==> src/rtl/drd_pkg.sv <==
package drd_pkg;
  localparam int DRD_ROWS       = 8;
  localparam int DRD_BND_W      = 8;
  localparam int DRD_ADDR_W     = 32;
  localparam int DRD_UNIT_SHIFT = 23;
  localparam int DRD_CEIL_SHIFT = 31;

  function automatic int drd_clog2(input int v);
    int r;
    r = 0;
    while ((1 << r) < v) r++;
    return (r < 1) ? 1 : r;
  endfunction
endpackage

==> src/rtl/drd_bound_regs.sv <==
module drd_bound_regs #(
  parameter int ROWS  = 8,
  parameter int BND_W = 8,
  parameter int IDX_W = 3
) (
  input  logic                  clk,
  input  logic                  rst,
  input  logic                  wr_en,
  input  logic [IDX_W-1:0]      wr_row,
  input  logic [BND_W-1:0]      wr_data,
  output logic [ROWS*BND_W-1:0] bnd_flat
);
  logic [BND_W-1:0] bnd_q [ROWS];

  always_ff @(posedge clk) begin
    if (rst) begin
      for (int i = 0; i < ROWS; i++) bnd_q[i] <= '0;
    end else if (wr_en && (int'(wr_row) < ROWS)) begin
      bnd_q[wr_row] <= wr_data;
    end
  end

  for (genvar g = 0; g < ROWS; g++) begin : g_flat
    assign bnd_flat[g*BND_W +: BND_W] = bnd_q[g];
  end
endmodule

==> src/rtl/drd_row_table.sv <==
module drd_row_table #(
  parameter int ROWS       = 8,
  parameter int BND_W      = 8,
  parameter int ADDR_W     = 32,
  parameter int UNIT_SHIFT = 23,
  parameter int CEIL_SHIFT = 31
) (
  input  logic                   clk,
  input  logic                   rst,
  input  logic [ROWS*BND_W-1:0]  bnd_flat,
  output logic [ROWS-1:0]        pop_q,
  output logic [ROWS*ADDR_W-1:0] base_q,
  output logic [ROWS*ADDR_W-1:0] limit_q
);
  localparam logic [ADDR_W-1:0] CEIL = ADDR_W'(1) << CEIL_SHIFT;

  logic [ROWS-1:0]        pop_d;
  logic [ROWS*ADDR_W-1:0] base_d;
  logic [ROWS*ADDR_W-1:0] limit_d;

  always_comb begin
    logic [ADDR_W-1:0] run_top;
    logic [ADDR_W-1:0] top;
    run_top = '0;
    pop_d   = '0;
    base_d  = '0;
    limit_d = '0;
    for (int i = 0; i < ROWS; i++) begin
      top = ADDR_W'(bnd_flat[i*BND_W +: BND_W]) << UNIT_SHIFT;
      if ((run_top != '0) && (top == '0)) top = CEIL;
      base_d[i*ADDR_W +: ADDR_W] = run_top;
      if (top == run_top) begin
        limit_d[i*ADDR_W +: ADDR_W] = run_top;
      end else begin
        pop_d[i] = 1'b1;
        limit_d[i*ADDR_W +: ADDR_W] = top;
        run_top = top;
      end
    end
  end

  always_ff @(posedge clk) begin
    if (rst) begin
      pop_q   <= '0;
      base_q  <= '0;
      limit_q <= '0;
    end else begin
      pop_q   <= pop_d;
      base_q  <= base_d;
      limit_q <= limit_d;
    end
  end
endmodule

==> src/rtl/drd_addr_match.sv <==
module drd_addr_match #(
  parameter int ROWS   = 8,
  parameter int ADDR_W = 32,
  parameter int IDX_W  = 3
) (
  input  logic                   clk,
  input  logic                   rst,
  input  logic                   addr_valid,
  input  logic [ADDR_W-1:0]      addr,
  input  logic [ROWS-1:0]        pop,
  input  logic [ROWS*ADDR_W-1:0] base,
  input  logic [ROWS*ADDR_W-1:0] limit,
  output logic                   dec_valid,
  output logic                   row_hit,
  output logic [IDX_W-1:0]       row_idx
);
  logic [ROWS-1:0]  in_row;
  logic [IDX_W-1:0] idx_d;

  for (genvar g = 0; g < ROWS; g++) begin : g_cmp
    assign in_row[g] = pop[g]
                    && (addr >= base[g*ADDR_W +: ADDR_W])
                    && (addr <  limit[g*ADDR_W +: ADDR_W]);
  end

  always_comb begin
    idx_d = '0;
    for (int i = ROWS - 1; i >= 0; i--) begin
      if (in_row[i]) idx_d = IDX_W'(i);
    end
  end

  always_ff @(posedge clk) begin
    if (rst) begin
      dec_valid <= 1'b0;
      row_hit   <= 1'b0;
      row_idx   <= '0;
    end else begin
      dec_valid <= addr_valid;
      if (addr_valid) begin
        row_hit <= |in_row;
        row_idx <= idx_d;
      end
    end
  end
endmodule

==> src/rtl/dram_row_decoder.sv <==
module dram_row_decoder
  import drd_pkg::*;
#(
  parameter int ROWS       = DRD_ROWS,
  parameter int BND_W      = DRD_BND_W,
  parameter int ADDR_W     = DRD_ADDR_W,
  parameter int UNIT_SHIFT = DRD_UNIT_SHIFT,
  parameter int CEIL_SHIFT = DRD_CEIL_SHIFT,
  parameter int IDX_W      = drd_clog2(ROWS)
) (
  input  logic                   clk,
  input  logic                   rst,
  input  logic                   wr_en,
  input  logic [IDX_W-1:0]       wr_row,
  input  logic [BND_W-1:0]       wr_data,
  input  logic                   addr_valid,
  input  logic [ADDR_W-1:0]      addr,
  output logic                   dec_valid,
  output logic                   row_hit,
  output logic [IDX_W-1:0]       row_idx,
  output logic [ROWS-1:0]        row_populated,
  output logic [ROWS*ADDR_W-1:0] row_base,
  output logic [ROWS*ADDR_W-1:0] row_limit
);
  logic [ROWS*BND_W-1:0] bnd_flat;

  drd_bound_regs #(.ROWS(ROWS), .BND_W(BND_W), .IDX_W(IDX_W)) regs_i (
    .clk(clk), .rst(rst), .wr_en(wr_en), .wr_row(wr_row),
    .wr_data(wr_data), .bnd_flat(bnd_flat)
  );

  drd_row_table #(.ROWS(ROWS), .BND_W(BND_W), .ADDR_W(ADDR_W),
                  .UNIT_SHIFT(UNIT_SHIFT), .CEIL_SHIFT(CEIL_SHIFT)) table_i (
    .clk(clk), .rst(rst), .bnd_flat(bnd_flat),
    .pop_q(row_populated), .base_q(row_base), .limit_q(row_limit)
  );

  drd_addr_match #(.ROWS(ROWS), .ADDR_W(ADDR_W), .IDX_W(IDX_W)) match_i (
    .clk(clk), .rst(rst), .addr_valid(addr_valid), .addr(addr),
    .pop(row_populated), .base(row_base), .limit(row_limit),
    .dec_valid(dec_valid), .row_hit(row_hit), .row_idx(row_idx)
  );
endmodule

==> config.mk <==
export PLATFORM = sky130hd
export DESIGN_NAME = dram_row_decoder
export DESIGN_NICKNAME = d
export VERILOG_FILES = /design/src/rtl/drd_pkg.sv /design/src/rtl/drd_bound_regs.sv /design/src/rtl/drd_row_table.sv /design/src/rtl/drd_addr_match.sv /design/src/rtl/dram_row_decoder.sv
export SDC_FILE = /design/constraint.sdc
export NUM_CORES = 1
export LEC_CHECK = 0
export ABC_AREA = 1
export BUFFER_PORTS_ARGS = -buffer_cell sky130_fd_sc_hd__buf_4
export CAP_MARGIN = 20
export CORE_AREA = 4 4 220 222
export CTS_BUF_LIST = sky130_fd_sc_hd__clkbuf_8
export DETAILED_ROUTE_END_ITERATION = 10
export DIE_AREA = 0 0 224 226
export HOLD_SLACK_MARGIN = 0.1
export PLACE_DENSITY_LB_ADDON = 0.25
export SYNTH_ARGS = -nofsm -noshare
export SYNTH_HDL_FRONTEND = slang
export SYNTH_HIERARCHICAL = 1
export SYNTH_SLANG_ARGS = --single-unit
==> constraint.sdc <==
create_clock -name clk -period 5.29 [get_ports clk]
set_clock_uncertainty 0.05 [all_clocks]
set_input_delay 0.529 -clock clk [delete_from_list [all_inputs] [get_ports clk]]
set_output_delay 0.529 -clock clk [all_outputs]
set_load 0.005 [all_outputs]
Yosys cells after proc, flatten, opt, wreduce, memory -nomap -nowiden:

Memory sizes are Yosys's and may differ from the RTL's.
Index checks and enable logic that the tools add are counted.

* bits of input ports: 47
* memories: 1
* bits in writable memories: 64
* logic and storage cells: 110
* register bits: 525

Memory list
* regs_i.bnd_q: words 8, bits a word 8, read ports 8, clocked after Yosys merged registers in 0, write ports 8, line drd_bound_regs.sv:13 `logic [BND_W-1:0] bnd_q [ROWS];`

* mux-type cells: 39
* reductions and logical operators: 40
* $lt $le $gt $ge: 16
* equal/unequal tests: 7

Operator list (number)
* $mux W32: 14
* $ge A32 B32 Y1: 8
* $logic_not A32 Y1: 8
* $lt A32 B32 Y1: 8
* $eq A32 B32 Y1: 7
* $reduce_bool A32 Y1: 7
* $mux W31: 1
* $mux W3: 9
* $logic_and A1 B1 Y1: 23
* $reduce_or A8 Y1: 2
* $mux W1: 14
* $mux W8: 1

Logic depth before layout (Yosys ltp):

Gate-level depths: netlist (run 1).
An unclocked memory read counts as a cell.

* depth after elaboration: 38
* mapped depth: 22
* gate-level depth less buffers: 21

Cells and area by module:

The synthesis (run 1) kept the hierarchy.

By module, submodules not included
* drd_addr_match: sequential area each 100.1 µm², area each 13275.2 µm², times used 1, cells each 2095
* drd_row_table: sequential area each 1581.5 µm², area each 6349.8 µm², times used 1, cells each 835
* drd_bound_regs: sequential area each 1921.8 µm², area each 2491.1 µm², times used 1, cells each 166

Least setup slack after synthesis (run 1):

No wires, ideal clock.

* path type: input -> register
* start point: input port addr[15]
* end point: register match_i.row_idx[0]
* path buffers: 0
* stages: 19
* required time: 5.126 ns
* arrival: 1.838 ns
* slack: 3.289 ns
* cells stage by stage: ha_1 nand2_1 nor2_1 and2_1 nand2_1 nand2_1 nor2_1 nand2_1 nand2_1 nand2_1 nand3_1 nand2_1 nand2_1 nand2_1 nand2_1 nand2_1 nand2_1 nand2_1 a21oi_2

* longest elaborated chain between the ends: 11

RTL lines
* start: declaration: line dram_row_decoder.sv:17 `input logic [ADDR_W-1:0] addr,`
* $ge A32 B32 Y1: line drd_addr_match.sv:22 `&& (addr >= base[g*ADDR_W +: ADDR_W])`
* $logic_and A1 B1 Y1: line drd_addr_match.sv:22
* $logic_and A1 B1 Y1: line drd_addr_match.sv:23 `&& (addr < limit[g*ADDR_W +: ADDR_W]);`
* $mux W3 (7 in a row): line drd_addr_match.sv:29 `if (in_row[i]) idx_d = IDX_W'(i);`
* $mux W3 *: line drd_addr_match.sv:29
* end signal: assignment: line drd_addr_match.sv:42 `row_idx <= idx_d;`
* end: declaration: line drd_addr_match.sv:15 `output logic [IDX_W-1:0] row_idx`

Mark *: on every way between the ends. The rest lies on a longest branch, timed or not.
A chain may end at the register's enable or synchronous reset.

Worst setup path after layout (run 1):

* start point: register table_i.limit_q[94]
* end point: register match_i.row_hit

* longest elaborated chain between the ends: 3

RTL lines
* start: declaration: line drd_row_table.sv:13 `output logic [ROWS*ADDR_W-1:0] limit_q`
* start signal: assignment: line drd_row_table.sv:50 `limit_q <= limit_d;`
* $lt A32 B32 Y1: line drd_addr_match.sv:23
* $logic_and A1 B1 Y1: line drd_addr_match.sv:23
* $reduce_or A8 Y1: line drd_addr_match.sv:41 `row_hit <= |in_row;`
* end signal: assignment: line drd_addr_match.sv:41
* end: declaration: line drd_addr_match.sv:14 `output logic row_hit,`

Every way passes these cells.

==> results of run 1 <==
state kept, by name, summed over array words and instances (netlist names):
register / count
table_i/limit_q: 71
match_i/dec_valid: 1
regs_i/bnd_q: 64
match_i/row_hit: 1
table_i/pop_q: 8
match_i/row_idx: 3
final cells by class:
type                            instances  area (um2)
Fill cell                            4852       23600
Multi-Input combinational cell       2201       14000
Sequential cell                       148        3600
Inverter                              669        2510
Timing Repair Buffer                  199        1480
Tap cell                              607         759
Clock buffer                           17         234
Clock inverter                         15         166
Antenna cell                            2        5.00
synthesized netlist by cell type (6+ instances only):
library cell	number	share of area, %
sky130_fd_sc_hd__nand3_2	8	0.36
sky130_fd_sc_hd__nand3_1	47	1.1
sky130_fd_sc_hd__xor2_1	25	0.99
sky130_fd_sc_hd__nand2_2	7	0.20
sky130_fd_sc_hd__o21ai_1	45	1.0
sky130_fd_sc_hd__o21ai_0	38	0.86
sky130_fd_sc_hd__edfxtp_1	64	8.7
sky130_fd_sc_hd__ha_1	504	29
sky130_fd_sc_hd__nand2_1	437	7.4
sky130_fd_sc_hd__o21a_1	12	0.41
sky130_fd_sc_hd__buf_4	441	15
sky130_fd_sc_hd__nor2_1	242	4.1
sky130_fd_sc_hd__inv_1	658	11
sky130_fd_sc_hd__o211ai_1	14	0.48
sky130_fd_sc_hd__nor2_2	8	0.23
sky130_fd_sc_hd__clkbuf_1	7	0.12
sky130_fd_sc_hd__nor3_1	77	1.7
sky130_fd_sc_hd__nor4_1	6	0.17
sky130_fd_sc_hd__nand4_1	43	1.2
sky130_fd_sc_hd__inv_2	7	0.12
sky130_fd_sc_hd__a211oi_1	7	0.24
sky130_fd_sc_hd__dfxtp_1	84	7.6
sky130_fd_sc_hd__a21oi_1	248	5.6
where the power goes:
group	leakage [nW]	internal (mW)	switching, mW
Clock	0.208	0.433	0.509
Sequential	1.31	1.26	0.101
Combinational	9.77	0.520	0.918
worst min path at each step:
stage	from	to	slack (ns)
2_1_floorplan	match_i/row_idx[1]$_SDFFE_PP0P_	match_i/row_idx[1]$_SDFFE_PP0P_	0.40
3_3_place_gp	match_i/row_idx[1]$_SDFFE_PP0P_	match_i/row_idx[1]$_SDFFE_PP0P_	0.40
3_5_place_dp	match_i/row_idx[1]$_SDFFE_PP0P_	match_i/row_idx[1]$_SDFFE_PP0P_	0.41
4_1_cts	addr_valid	match_i/row_hit$_SDFFE_PP0P_	0.26
5_1_grt	addr_valid	match_i/row_hit$_SDFFE_PP0P_	0.27
6_report	addr_valid	match_i/row_hit$_SDFFE_PP0P_	0.29
stage by stage:
step | setup slack (ns) | hold slack, ns | cell area, um2 | std cells | utilization [%]
after CTS | 2.73 | 0.256 | 22700 | 3850 | 49.1
after global routing | 2.53 | 0.274 | 22800 | 3858 | 49.1
final | 2.71 | 0.287 | 22800 | 3858 | 49.1
after detailed placement | 2.48 | 0.409 | 22300 | 3818 | 48.2
after floorplan | 3.29 | 0.404 | 23500 | 3474 | -
after global placement | 2.48 | 0.403 | 22300 | 3818 | 48.2
worst max-delay path, stage by stage, from the launching register on:
cell and delay, ns:
sky130_fd_sc_hd__dfxtp_1 0.50, sky130_fd_sc_hd__inv_1 0.07, sky130_fd_sc_hd__ha_1 0.28, sky130_fd_sc_hd__nand2_1 0.07, sky130_fd_sc_hd__nor2_1 0.16, sky130_fd_sc_hd__nand4_1 0.24, sky130_fd_sc_hd__nor4_1 0.41, sky130_fd_sc_hd__nand2_1 0.14
sky130_fd_sc_hd__nand3_2 0.11, sky130_fd_sc_hd__nand2_1 0.07, sky130_fd_sc_hd__nor2_1 0.14, sky130_fd_sc_hd__nand2_1 0.06, sky130_fd_sc_hd__nand2_1 0.05, sky130_fd_sc_hd__a21oi_1 0.05
routing by layer:
metal	part of all wire, %	global-route usage [%]	routed length, um	up-vias
met5	0.019	0	13	-
li1	-	-	-	9420
met3	6.5	4.20	4460	65
met4	2.3	6.06	1540	2
met2	44	41.6	30500	571
met1	47	36.5	32000	8189
cells by family after synthesis:
family / share of synthesized area [%]
DFF: 16.3
buffers and inverters: 26.7
other: 0.0170
and+or+nand+nor: 17.9
adders and majority gates: 28.5
xor gates and xnor gates: 1.07
AOI/OAI and AO/OA: 9.49
==> results list, run 1 <==
* Most common library cell in the layout ignoring fill and taps: sky130_fd_sc_hd__inv_1
* CTS tree: done
* Synthesized area per cell: around 7.1 um2
- Unrepaired setup endpoints after global routing: false
* Post-CTS Resized: 0
- Placement row count: 79
- WL/cell: between 15 and 20 um
* Number of post-CTS setup repair buffers: 0
- Number of global-route vias before repair: 16900
* Worst Reg2Reg Path Length in Cells: 13
- Clock tree synthesis selected as its root buffer the cell sky130_fd_sc_hd__clkbuf_8.
* Synthesis warning total: 6
* Post-synthesis instance area: between 20000 and 25000 um2
* Critical path type: reg -> reg
* First-pass iteration count of the detailed router: 5
- Dividing total power by cell area gives a power density of 164 nW/um2.
- Across all layers, the routed design uses 18200 vias.
- Port buffering added 192 buffers.
- Number of enable flip-flop cells after synthesis: 64
- Summed over all cells, the static leakage comes to 11.3 nW.
- Worst voltage drop across the vdd grid: 0.000150 V
- The worst path uses between 40 and 50% of the clock period.
- Measured along the y axis, the die boundary spans 226 um.
- Outcome: finished clean
- Worst setup endpoint: match_i/row_hit$_SDFFE_PP0P_
- Final hold viol count: 0
* Clock period minus final worst setup slack: approximately 2.6 ns
- Pins Over Slew Limit: 0
* Leading register cell type out of synthesis: sky130_fd_sc_hd__dfxtp_1
- Share of cells above drive strength 1: 8.71%
* Endpoint kind of the worst setup timing path: register
- STA puts the critical path data required time at about 5.6 ns.
- Number of top-level design ports: between 500 and 600
* Net count of the finished layout: about 3800
* Maximum number of pins on one net before global-route repair: slightly below 90
- The floorplan step defined a die boundary enclosing 50600 um2.
- The final layout contains routed wiring with a total length of just under 70000 um.
- The initial utilization of the core area, before any placement, comes to a little under half.
- Maximum level of the CTS H-tree: 4
- In this run, distinct cell masters in the synthesized netlist total 46.
- The die is 224 um wide.
- The worst setup path is launched from a register.
* DRC violations left: 0
* Worst reg2reg setup slack: 2.71 ns
- Overall Global Routing Usage: 25.9%
* Final TNS setup: 0 ns
- In this run, CTS created clock tree buffers numbering 17.
- Post-synthesis async set-or-reset flop share: 0%
* Vias per inst: approximately 4.7
- F_max: between 300 and 400 MHz
- Data on the critical path arrives at its endpoint at between 2 and 3 ns.
- Area of the core: between 40000 and 50000 um2
* Global-route wire length before repair: between 100000 and 150000 um
- Normalized max-slew margin: a little over a third
* Worst Tran Pin Value: between 0.9 and 1 ns
* Most frequent cells in the layout: sky130_fd_sc_hd__inv_1, sky130_fd_sc_hd__ha_1, sky130_fd_sc_hd__nand2_1
- Total half-perimeter wirelength after legalization and detailed placement: 57500 um
* Endpoint of the most critical register-to-register path: match_i/row_hit$_SDFFE_PP0P_
- Sink Count: between 100 and 150
* Post-route ant nets: 0
- The detailed router finished its first iteration with between 1000 and 1500 violations.
- Synthesis handed over a netlist of between 3000 and 4000 instances.
* CTS hold repair buffers: 0
- Cell depth of the worst min-delay path: 3
- Sequential share of the synthesized area: between 10% and 20%
- Clock transition time at the flip-flop clock pins of the worst setup and hold paths: around 0.11 ns
- Worst setup startpoint: table_i/limit_q[94]$_SDFF_PP0_
- The clock passes through at most 2 buffers.
* Global-route congestion overflow total: 0
- Max-cap violations in this run came to 0.
- Reg2reg start: table_i/limit_q[94]$_SDFF_PP0_
- Setup violations remaining at the end of the flow were counted as 0.
- Counting flops and latches in the post-synthesis netlist gives 148.
- Clock latency on the worst-skew pair: approximately 0.46 ns
- Post-layout total power: about 3.7 mW
- The min-delay analysis places its worst path in the category in -> reg.
- The initial antenna violation count came to 4.
- Routability-driven placement congestion ratio: approximately 0.92
- The area growth from synthesis to layout is 3.01%.
- Worst Path Max Fanout: 4
(Power assumes the default switching activity.)
==> inputs of run 2 (changes only) <==
ABC_AREA = 0   (was 1)
CORE_AREA = 4 4 219 221   (was 4 4 220 222)
DIE_AREA = 0 0 223 225   (was 0 0 224 226)
clock period = 2.7 ns   (was 5.29 ns; I/O delays follow)
==> run 2 against run 1 <==
Net effect:
- via count is 2.3% higher
- wire length is 9.1% higher
- design area is 6.2% higher
- die area is 0.89% lower
==> results list, run 2 <==
* Critical hold path startpoint: rst
* Worst hold path endpoint: table_i/limit_q[186]$_SDFF_PP0_
* Critical path's largest stage delay: 0.47 ns
- The wire-length estimate of the detail-placed layout is 65300 um.
- Data arrival time of the critical path: just under 3 ns
* Cell count after synthesis: roughly 2700
- Leading cell types by total area after synthesis: sky130_fd_sc_hd__ha_1, sky130_fd_sc_hd__buf_4, sky130_fd_sc_hd__edfxtp_1
* Port bufs: 192
* First-pass iteration count of the detailed router: 5
* Most used standard cell by instance count after synthesis: sky130_fd_sc_hd__inv_1
- After detailed routing, the number of vias per cell comes to ~5.
- Worst setup timing slack at the placement stage: -0.580 ns
- Final standard cell count with taps included and fillers excluded: 3675
- The count of final hold-check violations is 0.
- Dpl cells: 3621
- Of the total synthesized cell area, the portion taken by AND, OR, NAND and NOR gates is 13.4%.
- Clock latency on the worst-skew pair: about 0.45 ns
- Counting flops per register, the top entry is table_i/limit_q.
- CTS tree: done
* Worst setup startpoint: table_i/limit_q[87]$_SDFF_PP0_
- Flop and latch count out of synthesis: roughly 150
- Largest registers ranked by flip-flop count: table_i/limit_q: 71 flops, regs_i/bnd_q: 64 flops, table_i/pop_q: 8 flops
- Counting flops with an async set or reset pin after synthesis yields a share of 0%.
- After layout, the worst setup slack is 0.0695 ns.
- Leakage power of the design: roughly 11 nW
* Y dimension of the die: between 200 and 250 um
- Max Cap Viol: 0
* Pins Over Slew Limit: 0
* Crit share post-route: about 97%
* Total non-filler cell area in the finished layout: between 20000 and 25000 um2
- Count of routing violations after the opening detailed-route iteration: around 1200
* DRC violations left: 0
- The tree is rooted in a sky130_fd_sc_hd__clkbuf_8.
- In this run, synthesis inferred 64 flip-flops with an integrated enable.
- By area, the combinational part of the netlist is dominated by adder cells.
- In the final design database the tool counted ~3600 nets.
* Utilization after layout: 52.4%
- The worst register-to-register path has a setup slack of ~0.07 ns.
- Maximum level of the CTS H-tree: 4
* Final hold slack: between 0.2 and 0.3 ns
* Vias after detailed routing: ~19000
* Number of global-route vias before repair: 18600
* Normalized max-slew margin: between 50% and 60%
- For this run, the number of Yosys warnings is 6.
- Share of cells above drive strength 1: between 15 and 20%
- The initial utilization of the core area, before any placement, comes to between 40% and 50%.
- Post-route ant nets: 0
* Post-layout total power: 7.59 mW
- Critical path data required time: 3.00 ns
* Cell type with the highest aggregate area in the netlist: sky130_fd_sc_hd__ha_1
- Routability-driven placement finished with a final weighted congestion of a little over 1.
- Global routing used under 10% of the available met3 tracks.
* Sequential share of the synthesized area: 16.9%
- Busiest grt layer: met2
* Most common library cell in the layout ignoring fill and taps: sky130_fd_sc_hd__inv_1
- TritonCTS buffer count: 17
- The worst setup path is captured at a register.
- The initial antenna violation count came to 18.
- Fraction of the mapped netlist area in compound gates: 13.1%
* Total cell area at the placement stage: ~23000 um2
- In the synthesized netlist, the cells that appear most often are sky130_fd_sc_hd__inv_1, sky130_fd_sc_hd__ha_1, sky130_fd_sc_hd__buf_4.
- Summed over all layers, the global routing overflow is 0.
- The setup path with the least slack is of type reg -> reg.
- Leading register cell type out of synthesis: sky130_fd_sc_hd__dfxtp_1
- Outcome: finished clean
- Global routing used approximately a third of the available met1 tracks.
* Number of fill cells: 4564
* Most frequent cells in the layout: sky130_fd_sc_hd__inv_1, sky130_fd_sc_hd__ha_1, sky130_fd_sc_hd__buf_4
- Area of the core: 46200 um2
- In the final routed layout, each cell accounts on average for approximately 20 um.
* Worst Tran Pin Value: between 0.7 and 0.8 ns
- Number of buffers on the longest clock path: 2
- For this run, the total global-route usage over all layers was measured as about 28%.
- The slowest stage of the critical path is the sky130_fd_sc_hd__or4_4 cell.
* Max FFs per register: 71
* Critical path buffers and inverters: 2
- The portion of synthesized area spent on multiplexers is 0%.
* Worst Path Max Fanout: 2
- Setup total negative slack on the finished layout was measured at 0 ns.
* Synth Area in XOR/XNOR: under 10%
* Final number of setup-violating endpoints: 0
* P&R area growth vs syn: 13.1%
- Met2 Use GR: about 49%
* Unrepaired setup endpoints after global routing: true
- Clock period minus final worst setup slack: 2.63 ns
- Of the total synthesized cell area, the portion taken by full adders, half adders and majority gates is 29.5%.
- Area share of the largest cell type after synthesis: 29.5%
- Worst Reg2Reg Path Length in Cells: 11
* Sink Count: between 100 and 150
- During I/O placement, the number of pins put on the boundary was about 570.
- Walking the worst path, the cells encountered are inv_2 > ha_4 > nand4_1 > or4_4 > a211o_1 > a221oi_2 > o221a_4 > buf_6 > nor2_2 > nand4_1 > a21oi_1.
* F_max: 380 MHz
* Die width: ~220 um
- Endpoint of the most critical register-to-register path: match_i/row_idx[2]$_SDFFE_PP0P_
- Synthesis instantiated 72 different standard cells from the library.
- The mapped netlist covers roughly 21000 um2.
* Worst voltage drop across the vdd grid: approximately 0.00034 V
* Largest delay share family, worst path: compound AO/OA/AOI/OAI gates
- In this run the critical register-to-register path is launched from table_i/limit_q[87]$_SDFF_PP0_.
- The initialized floorplan defines 79 standard-cell rows.
- Clock-pin slew was measured on the worst setup and hold paths at around 0.1 ns.
* Global-route wire length before repair: 109000 um
- Summed over all layers, the routed wires come to 74700 um.
- Along the worst hold path, the cell count comes to 2.
- Crit path top cell by count: sky130_fd_sc_hd__nand4_1
- After synthesis, the mean cell area works out to 8.00 um2.
- The worst hold path belongs to the class in -> reg.
- The floorplan step defined a die boundary enclosing between 50000 and 60000 um2.
- Entering global routing, the biggest net connects 65 pins.
* Sort of element at the start of the critical path: register
- Power density over the cells: ~310 nW/um2
## run 2: cell types whose count changed after synthesis, moves of 16 or more
cell                       change
sky130_fd_sc_hd__nand2b_1     +16
sky130_fd_sc_hd__o21ai_0      +44
sky130_fd_sc_hd__nor3_1       -53
sky130_fd_sc_hd__o21ai_1      -34
sky130_fd_sc_hd__a21o_1       +39
sky130_fd_sc_hd__a211oi_1     +20
sky130_fd_sc_hd__nor2b_1      +74
sky130_fd_sc_hd__nand2_1     -331
sky130_fd_sc_hd__and4_1       +18
sky130_fd_sc_hd__nor2_1      -111
sky130_fd_sc_hd__a21oi_1      -82
sky130_fd_sc_hd__xor2_1       +31
sky130_fd_sc_hd__inv_1       -146
sky130_fd_sc_hd__nor4_1       +28
## run 2: worst reg2reg max path: cells and delay by family, from the launching register on
kind | cells | cell delay, ns
AO/OA/AOI/OAI | 4 | 1.02
buffers and inverters | 2 | 0.15
adder cells (fa/ha/maj) | 1 | 0.26
AND/OR/NAND/NOR | 4 | 0.72
flip-flops | 1 | 0.34
## run 2: cell families after synthesis
| logic type | count (synthesis) |
|---|---|
| AND/OR/NAND/NOR | 545 |
| adder cells (fa/ha/maj) | 504 |
| AO/OA/AOI/OAI | 446 |
| buffers and inverters | 972 |
| flip-flops | 148 |
| XOR/XNOR | 56 |
| other | 1 |
## run 2: timing repair
item / CTS / global route
hold buffers: 1 / 0
setup endpoints to repair: 4 / 4
hold endpoints to repair: 3 / 0
gates resized for setup: 24 / 43
setup buffers: 0 / 7
pin swaps: 8 / 19
## run 2: worst max-delay path by stage
stage	endpoint	slack, ns	depth (start not counted)
after global placement	match_i/row_idx[0]$_SDFFE_PP0P_	-0.61	13
final	match_i/row_idx[2]$_SDFFE_PP0P_	0.07	11
after CTS	match_i/row_hit$_SDFFE_PP0P_	0.005	11
after detailed placement	match_i/row_hit$_SDFFE_PP0P_	-0.58	14
after global routing	match_i/row_idx[0]$_SDFFE_PP0P_	-0.09	10
after floorplan	match_i/row_hit$_SDFFE_PP0P_	0.24	12
## run 2: final cells by class
type                       instances  area [um2]  share of cell area (%)
clock inverter                    15         163                   0.672
antenna                           14        35.0                   0.145
timing repair buffer             432        3290                    13.6
sequential                       148        3620                    15.0
tap                              607         759                    3.14
clock buffer                      17         234                   0.967
inverter                         512        1920                    7.94
multi-input combinational       1930       14200                    58.6
## run 2: layer usage
layer / wire, um / up-vias
li1: - / 9061
met1: 30400 / 8807
met2: 36500 / 641
met3: 5070 / 146
met4: 2700 / 12
met5: 78 / -
## run 2: power breakdown
group	internal [mW]	switching, mW
Combinational	1.35	1.87
Sequential	2.48	0.162
Clock	0.774	0.960
Total	4.60	2.99
